### config.mk
export PLATFORM = sky130hd
export DESIGN_NAME = gpio_grp_ctrl
export DESIGN_NICKNAME = d
export VERILOG_FILES = /design/src/rtl/gpio_grp_pkg.sv /design/src/rtl/gpio_pin_sync.sv /design/src/rtl/gpio_cfg_bank.sv /design/src/rtl/gpio_trig_detect.sv /design/src/rtl/gpio_pend_bank.sv /design/src/rtl/gpio_grp_ctrl.sv
export SDC_FILE = /design/constraint.sdc
export NUM_CORES = 2
export LEC_CHECK = 0
export BUFFER_PORTS_ARGS = -buffer_cell sky130_fd_sc_hd__buf_2
export CAP_MARGIN = 0
export CORE_ASPECT_RATIO = 0.6
export CORE_MARGIN = 5
export CORE_UTILIZATION = 35
export DETAILED_ROUTE_END_ITERATION = 16
export PLACE_DENSITY = 0.5
export SLEW_MARGIN = 20
export SYNTH_ARGS = -nofsm -noshare
export SYNTH_HDL_FRONTEND = slang
export SYNTH_SLANG_ARGS = --single-unit
### constraint.sdc
create_clock -name clk -period 2.95 [get_ports clk]
set_input_delay 0.59 -clock clk [delete_from_list [all_inputs] [get_ports clk]]
set_output_delay 0.59 -clock clk [all_outputs]
set_load 0.02 [all_outputs]
### src/rtl/gpio_grp_pkg.sv
package gpio_grp_pkg;

  localparam int ADDR_W     = 12;
  localparam int WORD_W     = 32;
  localparam int ALT_FUNCS  = 3;

  localparam int BIT_DATA   = 0;
  localparam int BIT_LOCK   = 21;
  localparam int MODE_LSB   = 1;
  localparam int FUNC_LSB   = 5;
  localparam int GRP_LSB    = 16;

  localparam logic [WORD_W-1:0] CFG_RESET = 32'h0000_000E;

  typedef enum logic [2:0] {
    MODE_RSVD  = 3'd0,
    MODE_DRIVE = 3'd1,
    MODE_HIGH  = 3'd2,
    MODE_LOW   = 3'd3,
    MODE_RISE  = 3'd4,
    MODE_FALL  = 3'd5,
    MODE_BOTH  = 3'd6,
    MODE_QUIET = 3'd7
  } pin_mode_e;

  function automatic pin_mode_e cfg_mode(input logic [WORD_W-1:0] w);
    return pin_mode_e'(w[MODE_LSB +: 3]);
  endfunction

  function automatic logic [1:0] cfg_func(input logic [WORD_W-1:0] w);
    return w[FUNC_LSB +: 2];
  endfunction

  function automatic logic [2:0] cfg_group(input logic [WORD_W-1:0] w);
    return w[GRP_LSB +: 3];
  endfunction

  function automatic logic cfg_locked(input logic [WORD_W-1:0] w);
    return w[BIT_LOCK];
  endfunction

  // Trigger decision from mode, current synchronized level and prior level.
  function automatic logic trig_hit(input pin_mode_e m, input logic lv, input logic lp);
    case (m)
      MODE_HIGH: return lv;
      MODE_LOW:  return !lv;
      MODE_RISE: return lv && !lp;
      MODE_FALL: return !lv && lp;
      MODE_BOTH: return lv ^ lp;
      default:   return 1'b0;
    endcase
  endfunction

endpackage

### src/rtl/gpio_pin_sync.sv
module gpio_pin_sync #(
  parameter int WIDTH = 32
) (
  input  logic             clk,
  input  logic             rst_n,
  input  logic [WIDTH-1:0] raw_in,
  output logic [WIDTH-1:0] level,
  output logic [WIDTH-1:0] level_prev
);
  logic [WIDTH-1:0] meta_q;

  always_ff @(posedge clk or negedge rst_n) begin
    if (!rst_n) begin
      meta_q     <= '0;
      level      <= '0;
      level_prev <= '0;
    end else begin
      meta_q     <= raw_in;
      level      <= meta_q;
      level_prev <= level;
    end
  end
endmodule

### src/rtl/gpio_cfg_bank.sv
module gpio_cfg_bank
  import gpio_grp_pkg::*;
#(
  parameter int NUM_PINS = 32,
  localparam int IDX_W   = 9
) (
  input  logic                             clk,
  input  logic                             rst_n,
  input  logic                             wr_en,
  input  logic [IDX_W-1:0]                 wr_idx,
  input  logic [WORD_W-1:0]                wr_data,
  output logic [NUM_PINS-1:0][WORD_W-1:0]  cfg
);
  for (genvar p = 0; p < NUM_PINS; p++) begin : g_word
    logic hit;
    assign hit = wr_en && (32'(wr_idx) == p) && !cfg_locked(cfg[p]);

    always_ff @(posedge clk or negedge rst_n) begin
      if (!rst_n)   cfg[p] <= CFG_RESET;
      else if (hit) cfg[p] <= wr_data;
    end
  end
endmodule

### src/rtl/gpio_trig_detect.sv
module gpio_trig_detect
  import gpio_grp_pkg::*;
#(
  parameter int NUM_PINS   = 32,
  parameter int NUM_GROUPS = 4
) (
  input  logic [NUM_PINS-1:0][WORD_W-1:0]   cfg,
  input  logic [NUM_PINS-1:0]               level,
  input  logic [NUM_PINS-1:0]               level_prev,
  output logic [NUM_PINS-1:0]               evt,
  output logic [NUM_GROUPS-1:0][NUM_PINS-1:0] set_vec
);
  for (genvar p = 0; p < NUM_PINS; p++) begin : g_pin
    assign evt[p] = trig_hit(cfg_mode(cfg[p]), level[p], level_prev[p]);
    for (genvar g = 0; g < NUM_GROUPS; g++) begin : g_grp
      assign set_vec[g][p] = evt[p] && (32'(cfg_group(cfg[p])) == g);
    end
  end
endmodule

### src/rtl/gpio_pend_bank.sv
module gpio_pend_bank #(
  parameter int NUM_PINS   = 32,
  parameter int NUM_GROUPS = 4
) (
  input  logic                                clk,
  input  logic                                rst_n,
  input  logic [NUM_GROUPS-1:0][NUM_PINS-1:0] set_vec,
  input  logic [NUM_GROUPS-1:0][NUM_PINS-1:0] clr_vec,
  output logic [NUM_GROUPS-1:0][NUM_PINS-1:0] pend,
  output logic [NUM_GROUPS-1:0]               irq
);
  for (genvar g = 0; g < NUM_GROUPS; g++) begin : g_bank
    always_ff @(posedge clk or negedge rst_n) begin
      if (!rst_n) begin
        pend[g] <= '0;
        irq[g]  <= 1'b0;
      end else begin
        pend[g] <= (pend[g] & ~clr_vec[g]) | set_vec[g];
        irq[g]  <= |pend[g];
      end
    end
  end
endmodule

### src/rtl/gpio_grp_ctrl.sv
module gpio_grp_ctrl
  import gpio_grp_pkg::*;
#(
  parameter int NUM_PINS   = 40,
  parameter int NUM_GROUPS = 4,
  localparam int NUM_WORDS = (NUM_PINS + 31) / 32,
  localparam int ALT_W     = ALT_FUNCS * NUM_PINS
) (
  input  logic                  clk,
  input  logic                  rst_n,
  input  logic                  bus_sel,
  input  logic                  bus_wr,
  input  logic [ADDR_W-1:0]     bus_addr,
  input  logic [WORD_W-1:0]     bus_wdata,
  output logic [WORD_W-1:0]     bus_rdata,
  input  logic [NUM_PINS-1:0]   pad_in,
  output logic [NUM_PINS-1:0]   pad_out,
  output logic [NUM_PINS-1:0]   pad_oe,
  input  logic [ALT_W-1:0]      alt_out,
  input  logic [ALT_W-1:0]      alt_oe,
  output logic [ALT_W-1:0]      alt_in,
  output logic [NUM_GROUPS-1:0] irq_out
);
  // ---------------- address decode ----------------
  logic [8:0] cfg_idx;
  logic [4:0] pend_grp;
  logic [3:0] pend_word;
  logic       cfg_hit, pend_hit, cfg_wr, pend_wr;

  assign cfg_idx   = bus_addr[10:2];
  assign pend_grp  = bus_addr[10:6];
  assign pend_word = bus_addr[5:2];
  assign cfg_hit   = !bus_addr[11] && (bus_addr[1:0] == 2'b00) && (32'(cfg_idx) < NUM_PINS);
  assign pend_hit  = bus_addr[11] && (bus_addr[1:0] == 2'b00) &&
                     (32'(pend_grp) < NUM_GROUPS) && (32'(pend_word) < NUM_WORDS);
  assign cfg_wr    = bus_sel && bus_wr && cfg_hit;
  assign pend_wr   = bus_sel && bus_wr && pend_hit;

  // ---------------- state and event wires ----------------
  logic [NUM_PINS-1:0][WORD_W-1:0]     cfg_q;
  logic [NUM_PINS-1:0]                 lvl, lvl_prev, pin_evt;
  logic [NUM_GROUPS-1:0][NUM_PINS-1:0] pend_set, pend_clr, pend_q;

  gpio_pin_sync #(.WIDTH(NUM_PINS)) u_sync (
    .clk        (clk),
    .rst_n      (rst_n),
    .raw_in     (pad_in),
    .level      (lvl),
    .level_prev (lvl_prev)
  );

  gpio_cfg_bank #(.NUM_PINS(NUM_PINS)) u_cfg (
    .clk     (clk),
    .rst_n   (rst_n),
    .wr_en   (cfg_wr),
    .wr_idx  (cfg_idx),
    .wr_data (bus_wdata),
    .cfg     (cfg_q)
  );

  gpio_trig_detect #(.NUM_PINS(NUM_PINS), .NUM_GROUPS(NUM_GROUPS)) u_trig (
    .cfg        (cfg_q),
    .level      (lvl),
    .level_prev (lvl_prev),
    .evt        (pin_evt),
    .set_vec    (pend_set)
  );

  // Acknowledge: one bit of the written word per pin of the addressed group/word.
  for (genvar g = 0; g < NUM_GROUPS; g++) begin : g_ack
    for (genvar p = 0; p < NUM_PINS; p++) begin : g_bit
      assign pend_clr[g][p] = pend_wr && (32'(pend_grp) == g) &&
                              (32'(pend_word) == p / 32) && bus_wdata[p % 32];
    end
  end

  gpio_pend_bank #(.NUM_PINS(NUM_PINS), .NUM_GROUPS(NUM_GROUPS)) u_pend (
    .clk     (clk),
    .rst_n   (rst_n),
    .set_vec (pend_set),
    .clr_vec (pend_clr),
    .pend    (pend_q),
    .irq     (irq_out)
  );

  // ---------------- pad and peripheral routing ----------------
  logic [NUM_PINS-1:0][WORD_W-1:0] cfg_view;

  for (genvar p = 0; p < NUM_PINS; p++) begin : g_pad
    logic [1:0] fsel;
    logic       drive;
    assign fsel  = cfg_func(cfg_q[p]);
    assign drive = (cfg_mode(cfg_q[p]) == MODE_DRIVE);
    assign cfg_view[p] = {cfg_q[p][WORD_W-1:1], drive ? cfg_q[p][BIT_DATA] : lvl[p]};

    always_comb begin
      pad_out[p] = cfg_q[p][BIT_DATA];
      pad_oe[p]  = drive;
      for (int f = 1; f <= ALT_FUNCS; f++) begin
        if (32'(fsel) == f) begin
          pad_out[p] = alt_out[(f-1)*NUM_PINS + p];
          pad_oe[p]  = alt_oe[(f-1)*NUM_PINS + p];
        end
      end
    end

    for (genvar f = 1; f <= ALT_FUNCS; f++) begin : g_alt
      assign alt_in[(f-1)*NUM_PINS + p] = (32'(fsel) == f) && lvl[p];
    end
  end

  // ---------------- read path ----------------
  logic [WORD_W-1:0] rd_next;

  always_comb begin
    rd_next = '0;
    if (cfg_hit) begin
      for (int p = 0; p < NUM_PINS; p++)
        if (32'(cfg_idx) == p) rd_next = cfg_view[p];
    end else if (pend_hit) begin
      for (int g = 0; g < NUM_GROUPS; g++)
        for (int p = 0; p < NUM_PINS; p++)
          if ((32'(pend_grp) == g) && (32'(pend_word) == p / 32))
            rd_next[p % 32] = pend_q[g][p];
    end
  end

  always_ff @(posedge clk or negedge rst_n) begin
    if (!rst_n)                  bus_rdata <= '0;
    else if (bus_sel && !bus_wr) bus_rdata <= rd_next;
  end
endmodule

==> results.ini <==
[setup_path]
r2r_end = bus_rdata[3]
worstSetupEndpointType = flop
startpoint = bus_addr[3]
crit_buf_inv = 5
r2r-start = u_cfg.cfg[67]
path_delay_family = compound AO/OA/AOI/OAI gates
arrival_ns = 3.76
crit_type = in2reg
cp_slowest_cell = a211oi_4
rr_worst_depth = 13
crit_chain = clkbuf_8, buf_12, buf_12, nor2b_4, buf_4, a221oi_1, o21a_1, a211oi_4, buf_4, o22ai_2, a31oi_4, o21ai_1, and3_1, o41ai_1
cp_max_fo = 11
required_ns = 3.69
reg2reg_slack_ns = -0.06
start_kind = primary input
crit_cells = 14
max_stage_delay_ns = 0.56

[status]
status = finished, violations left
violations = setup timing

[global_route]
antenna_found_initial = 38
grt_pass1_wl_um = 577000
grt_max_degree = 109
track_usage_pct = 34.9
grt_pass1_vias = 68300
overflow = 0

[route]
drtIter0Drc = 9331
drt_first_pass_iters = 8
wl_per_cell_um = 36.3
routed_wl_um = 421000
viasPerCell = 6.08
ant_nets = 0
via_count = 70600
route.detailed.drc = 0

[run]
cap_viol_max_count = 0

[worst_hold_path]
whs_path_depth = 3
min-delay-start = bus_wdata[29]
hold_class = in2reg
hold_end = u_pend.pend[69]

[synthesis]
ys.flop_type = dfrtp_1
async_flop_share_pct = 100
ys_seq_area_share_pct = 50.8
synth.distinct_cells = 87
syn_area_per_cell_sq_um = 11.4
synth_enable_flop_cells = 0
netlist_top_cells_area = dfrtp_1 (47%), mux2_2 (16%), dfstp_2 (4.0%), o21ai_0 (3.2%), nand2_1 (2.9%)
synth_nets = 7342
syn-cell-area_sq_um = 78800
yosysWarningCount = 0
synth_top_area_share_pct = 46.9
synth_top_area_cell = dfrtp_1
ys_seq_elements = 1596
postSynthCellCount = 6934

[finish]
final_common_cell = dfrtp_1
nets = 8875
final_cell_mix = dfrtp_1 (1474), mux2_2 (1131), buf_4 (1085)
instances_no_fill = 11600
drive_gt1_share_pct = 42.9
area_delta_synth_final_pct = 30.1
fill_cells = 20700

[die]
core_sq_um = 223000
fp.dieH_um = 378
boundaryPins = 564
die_area_sq_um = 235000
die_w_um = 623
rows = 134
start_util_pct = 35.3

[timing]
finClkSkew_ns = 0.0626
slew-limit-headroom_pct = 18.6
finalSetupTns_ns = -0.444
rsz0062_at_grt = true
min_period_ns = 3.02
tightest_slew_ns = 1.22
setup_viol = 14
clock.fmax_mhz = 331
finalWorstSetupSlack_ns = -0.0747
finalHoldViolCount = 0
slew_viol_final = 0
finalCritPeriodShare_pct = 103

[clock_network]
htree_num_levels = 4
clock_latency_ns = 0.87
clk_path_buf_depth = 4
numCtsBuffers = 175
clk_pin_slew_ns = 0.06
cts-root-buf = clkbuf_16
cts_tree = yes
clkSinkCount = 1596

[power_and_ir_drop]
ir_drop_mv = 0.417
cellLeakagePower_nw = 49.0
power.density_nw_per_um2 = 477

[placement]
placed_cells = 11200
place_hpwl_um = 318000
gp_congestion = 1.02
io_buffers = 563

==> power by group <==
group	internal [mW]	switching [mW]	leakage [nW]	total, mW
sequential	22.0	0.112	20.8	22.1
combinational	1.18	2.66	25.4	3.84
clock	13.1	9.90	2.79	23.0
total	36.3	12.7	49.0	48.9
==> per-stage QoR <==
stage / worst slack, ns / hold WS, ns / util [%] / area (sq um) / total power, mW
floorplan: -0.0626 / 0.294 / - / 78900 / 23.5
detailed placement: -1.66 / 0.335 / 42.5 / 94900 / 26.1
global route: -0.0164 / 0.209 / 45.9 / 103000 / 50.2
finish: -0.0747 / 0.220 / 46.0 / 103000 / 48.9
CTS: -0.00208 / 0.172 / 45.6 / 102000 / 49.0
global placement: -1.85 / 0.332 / 42.5 / 94900 / 26.1
==> worst reg2reg max path: cells and delay by family (launching register included) <==
kind | cells | cell delay, ns
simple gates | 2 | 0.25
compound gates | 6 | 1.30
flops | 1 | 0.39
buf+inv | 4 | 0.71
mux | 1 | 0.25
==> synthesized netlist by cell type, types with 55 or more instances <==
cell,n
mux2i_1,110
dfstp_2,120
dfrtp_1,1476
buf_2,180
nor2_1,324
a22oi_1,134
inv_1,181
clkbuf_1,317
nand3_1,90
o21ai_0,497
ha_1,80
mux2_1,119
a21oi_1,326
mux2_2,1131
o22ai_1,175
mux4_2,91
nor4_1,55
nand2_1,619
a32o_1,65
==> layout make-up <==
class | instances | area [sq um] | area share, %
flip-flops and latches | 1596 | 40100 | 39.1
repair buffers | 1887 | 15200 | 14.8
clock inverters | 58 | 791 | 0.771
inverters | 184 | 691 | 0.673
well taps | 2992 | 3740 | 3.65
clock buffers | 248 | 4910 | 4.79
diodes | 23 | 57.6 | 0.0561
multi-input cells | 4623 | 37100 | 36.2
==> timing repair <==
item                       CTS  global route
pin swaps                   23            40
resized for setup          156           121
setup endpoints to repair  448            47
hold endpoints to repair    81             0
hold buffers                41             0
setup buffers               18            19
==> cell families (layout without fill, tap and decap cells) <==
family / Yosys count / count (layout) / synth area share [%]
compound gates: 1658 / 1658 / 13.7
flops: 1596 / 1596 / 50.8
buf+inv: 715 / 2377 / 3.70
simple gates: 1434 / 1434 / 8.66
other cells: 0 / 23 / 0
mux: 1451 / 1451 / 21.9
fa+ha+maj: 80 / 80 / 1.27
==> registers in the layout, indices dropped and copies added, names as in the netlist <==
name,flops
u_pend.irq,4
u_sync.meta_q,40
u_cfg.cfg,1280
u_sync.level_prev,40
u_pend.pend,160
u_sync.level,40
bus_rdata,32
==> how the worst max path moves through the flow <==
stage / to / slack (ns)
5_1_grt: bus_rdata[10] / -0.02
4_1_cts: bus_rdata[10] / -0.002
3_3_place_gp: bus_rdata[6] / -1.85
3_5_place_dp: bus_rdata[25] / -1.66
2_1_floorplan: u_cfg.cfg[612] / -0.06
6_report: bus_rdata[6] / -0.07
==> routing by layer <==
layer  wire [um]  vias to the layer above  GRT usage, %
li1            -                    28600             -
met3       59900                      634          14.4
met5         106                        -             0
met4       12500                       14          8.75
met1      188000                    37000          52.2
met2      161000                     4359          45.8
(Power assumes the default switching activity.)
